### src/rtl/carry_alu8.sv
module carry_alu8 (
  input  logic             clk,
  input  logic             rst,
  input  logic             in_valid,
  output logic             in_ready,
  input  logic [15:0]      instr,
  input  logic [4:0]       obs_sel,
  output logic [7:0]       obs_data,
  output logic [5:0]       status
);
  logic [31:0][7:0] rf;
  logic [5:0]       sr;

  logic [5:0] op6;
  logic [3:0] op4;
  assign op6 = instr[15:10];
  assign op4 = instr[15:12];

  logic do_cpc, do_sbc, do_add, do_cp, do_sub, do_adc;
  logic do_cpi, do_sbci, do_subi;
  assign do_cpc  = op6 == 6'b000001;
  assign do_sbc  = op6 == 6'b000010;
  assign do_add  = op6 == 6'b000011;
  assign do_cp   = op6 == 6'b000101;
  assign do_sub  = op6 == 6'b000110;
  assign do_adc  = op6 == 6'b000111;
  assign do_cpi  = op4 == 4'b0011;
  assign do_sbci = op4 == 4'b0100;
  assign do_subi = op4 == 4'b0101;

  logic is_imm, is_sum, use_c, chain_z, no_wb, legal, fire;
  assign is_imm  = do_cpi | do_sbci | do_subi;
  assign is_sum  = do_add | do_adc;
  assign use_c   = do_adc | do_sbc | do_cpc | do_sbci;
  assign chain_z = do_sbc | do_cpc | do_sbci;
  assign no_wb   = do_cp | do_cpc | do_cpi;
  assign legal   = is_imm | do_cpc | do_sbc | do_add | do_cp | do_sub | do_adc;
  assign fire    = in_valid & legal & ~rst;

  logic [4:0] rd, rr;
  assign rd = is_imm ? {1'b1, instr[7:4]} : instr[8:4];
  assign rr = {instr[9], instr[3:0]};

  logic [7:0] opa, opb;
  logic [8:0] ci;
  assign opa = rf[rd];
  assign opb = is_imm ? {instr[11:8], instr[3:0]} : rf[rr];
  assign ci  = {8'd0, use_c & sr[0]};

  logic [8:0] res;
  assign res = is_sum ? ({1'b0, opa} + {1'b0, opb} + ci)
                      : ({1'b0, opa} - {1'b0, opb} - ci);

  logic [7:0] xv;
  assign xv = opa ^ opb ^ res[7:0];

  logic fc, fz, fn, fv, fs, fh;
  assign fc = res[8];
  assign fz = (res[7:0] == 8'd0) & (~chain_z | sr[1]);
  assign fn = res[7];
  assign fv = xv[7] ^ fc;
  assign fs = fn ^ fv;
  assign fh = xv[4];

  always_ff @(posedge clk) begin
    if (rst) begin
      rf <= '0;
      sr <= '0;
    end else if (fire) begin
      sr <= {fh, fs, fv, fn, fz, fc};
      if (!no_wb) rf[rd] <= res[7:0];
    end
  end

  assign in_ready = ~rst;
  assign obs_data = rf[obs_sel];
  assign status   = sr;
endmodule


### config.mk
export PLATFORM = sky130hd
export DESIGN_NAME = carry_alu8
export DESIGN_NICKNAME = d
export VERILOG_FILES = /design/src/rtl/carry_alu8.sv
export SDC_FILE = /design/constraint.sdc
export NUM_CORES = 1
export LEC_CHECK = 0
export ABC_CLOCK_PERIOD_IN_PS = 4730
export BUFFER_PORTS_ARGS = -buffer_cell sky130_fd_sc_hd__clkbuf_2
export CORE_UTILIZATION = 55
export CTS_CLUSTER_SIZE = 24
export DETAILED_ROUTE_END_ITERATION = 12
export PLACE_DENSITY = 0.85
export REMOVE_ABC_BUFFERS = 1
export SLEW_MARGIN = 20
export SYNTH_ARGS = -nofsm -noshare
export SYNTH_HDL_FRONTEND = slang
export SYNTH_SLANG_ARGS = --single-unit
### constraint.sdc
create_clock -name clk -period 4.73 [get_ports clk]
set_clock_uncertainty 0.05 [all_clocks]
set_input_delay 0.2365 -clock clk [delete_from_list [all_inputs] [get_ports clk]]
set_output_delay 0.2365 -clock clk [all_outputs]
set_load 0.05 [all_outputs]
==> results.cfg <==
[yosys]
ys_ff_latch = 262
syn_area_um2 = 16300
async_flop_share_pct = 0
syn_inst = 1524
syn_avg_cell_area_um2 = 10.7
yosys_warnings = 0
ys_seq_area_share_pct = 32.2
ys.flop_type = dfxtp_1
synthDistinctLibCells = 57
synth_edf_count = 0

[placed_design]
place_congestion = 0.941
pre_cts_ws_ps = -3.67
dp_cells = 1871
post_dp_cell_area_um2 = 17100
portBuffers = 38
dp_hpwl_mm = 33.8

[clock_network]
clock-sinks = 262
cts_tree = done
postCtsHoldBufs = 0
htree_levels = 1
cts_max_path_buffers = 3
cts_setup_buffers = 0
ctsResizeCount = 0
cts_buffers = 29
clock_latency_ps = 570
cts_root_buffer = clkbuf_16
clk_pin_slew_worst_paths_ps = 60

[worst_setup_path]
critPathTopFamily = multiplexers
crit_chain = mux4_2, mux4_2, mux2i_1, o21ai_0, fa_1, inv_1, fa_1, nand2b_1, a2111oi_0, buf_4, o41ai_1, xnor2_1, nor2_1, o31a_1, mux2i_1, nor2_1
crit_buf_inv = 2
crit_arrival_ps = 4770
slowest_delay_ps = 530
critPathLaunchType = flip-flop
slowest_stage = mux4_2
crit_type = flip-flop to flip-flop
cp_max_fo = 4
cp.required_ps = 5100
crit_path_end_kind = flip-flop

[global_routing]
grt_max_degree = 97
grt.overflow.total = 0
grt_pass1_wl_mm = 79.4
antenna_found_initial = 2
grt_usage_pct = 33.5
grt_pass1_vias = 13697

[die]
start_util_pct = 56.3
die_y_um = 174
fp.dieArea_um2 = 30300
die_width_um = 174
core_um2 = 28900
rows = 62
top_level_ports = 39

[finish]
stdcell_count = 1923
final_cell_mix = nor2_1 (307), dfxtp_1 (262), mux4_2 (217), a211oi_1 (187), mux2i_1 (79)
final_cell_area_um2 = 18100
antenna_cells = 0
layout.nets = 1565
drive_gt1_share_pct = 28.3
final_common_cell = nor2_1
regArea_um2 = 5250
multi_input_area_um2 = 10300
area_growth_pct = 11.4
nFillCells = 2098

[hold_path]
hp-class = input pin to flip-flop

[run_status]
status = finished clean

[timing]
fin_crit_sh_pct = 92.9
drv_slew = 0
final_critical_path_setup_slack_ps = 336
max_freq_ghz = 0.228
max_slew_margin_pct = 20.8
final.min_clock_period_ps = 4390
rsz0062_at_grt = false
whs_ps = 122
setup-violations-final = 0
hold_violations = 0
tightestPinTransition_ps = 1180

[power_and_ir_drop]
irDropWorstVdd_v = 0.000268
leakagePower_uw = 0.00608
power_density_nw_per_um2 = 295

[route]
dr.pass1.iters = 8
antenna_left = 0
initialDrtViolationCount = 2342
vias = 13976
via_per_inst = 7.27
drt-total-wl_mm = 50.3
post_drt_wl_per_cell_um = 26.1
drcViolationCount = 0

[job]
maxCapViolCount = 0
stage by stage:
stage	util [%]	total power, uW	TNS (ps)
2_1_floorplan	-	2590	-317370
3_3_place_gp	59.2	2970	0
3_5_place_dp	59.2	2970	-3.67
4_1_cts	62.7	5330	0
5_1_grt	62.7	5480	0
6_report	62.7	5350	0
kinds of logic (layout without fill, tap and decap cells):
logic type	count (synthesis)	in the layout	share of synthesized area, %
AOI/OAI and AO/OA	287	287	12.4
xor gates and xnor gates	13	13	0.699
adders and majority gates	23	23	1.95
buffers and inverters	189	204	4.90
DFF	262	262	32.2
muxes	321	321	37.0
and+or+nand+nor	429	429	10.7
layout make-up:
cell class / count / area share, %
Clock buffer: 38 / 4.35
Inverter: 26 / 0.538
Sequential cell: 262 / 28.9
Tap cell: 384 / 2.65
Clock inverter: 14 / 1.15
Timing Repair Buffer: 126 / 5.76
Multi-Input combinational cell: 1073 / 56.6
power by group:
group          leakage, uW  switching (uW)  internal, uW
clock network     0.000477             958          1440
registers          0.00211            7.01          2210
logic              0.00349             466           260
per-layer routing:
metal  track usage, %  vias up  wire, um
met5                0        -        25
met4             17.3        4      2810
met3             8.99      271      6560
met2             52.7     1209     23300
met1             42.6     6716     17600
li1                 -     5776         -
worst min-delay path: stages:
cell and delay [ps]:
clkbuf_2 120, nor4bb_2 50, buf_4 170, a21oi_1 120
sequential cells by signal, indices dropped and copies added, names as in the netlist:
signal and cells:
rf 256, status 6
final timing paths:
kind | cells past startpoint | end | start | slack [ps]
hold / removal | 4 | status[3]$_SDFFE_PP0P_ | instr[15] | 120
hold reg to reg | 2 | status[5]$_SDFFE_PP0P_ | status[5]$_SDFFE_PP0P_ | 450
setup / recovery | 16 | status[4]$_SDFFE_PP0P_ | rf[88]$_SDFFE_PP0P_ | 340
setup reg to reg | 16 | status[4]$_SDFFE_PP0P_ | rf[88]$_SDFFE_PP0P_ | 340
cells in the mapped netlist (all sizes together) (4+ instances only):
library cell	n	area, um2
nor2	309	1160
dfxtp	262	5250
mux4	221	4990
a211oi	188	1410
clkbuf	100	377
mux2i	80	813
nand2	66	248
buf	63	324
a21oi	49	249
inv	26	97.6
mux2	20	225
ha	19	238
o21ai	17	85.1
nand3	12	60.1
xnor2	12	105
nor3	9	50.1
nand2b	7	43.8
nor2b	6	37.5
o21bai	6	45.0
o221a	6	67.6
or2	6	37.5
a21o	5	37.5
fa	4	80.1
Note: power is estimated with default switching activity, not from simulation.
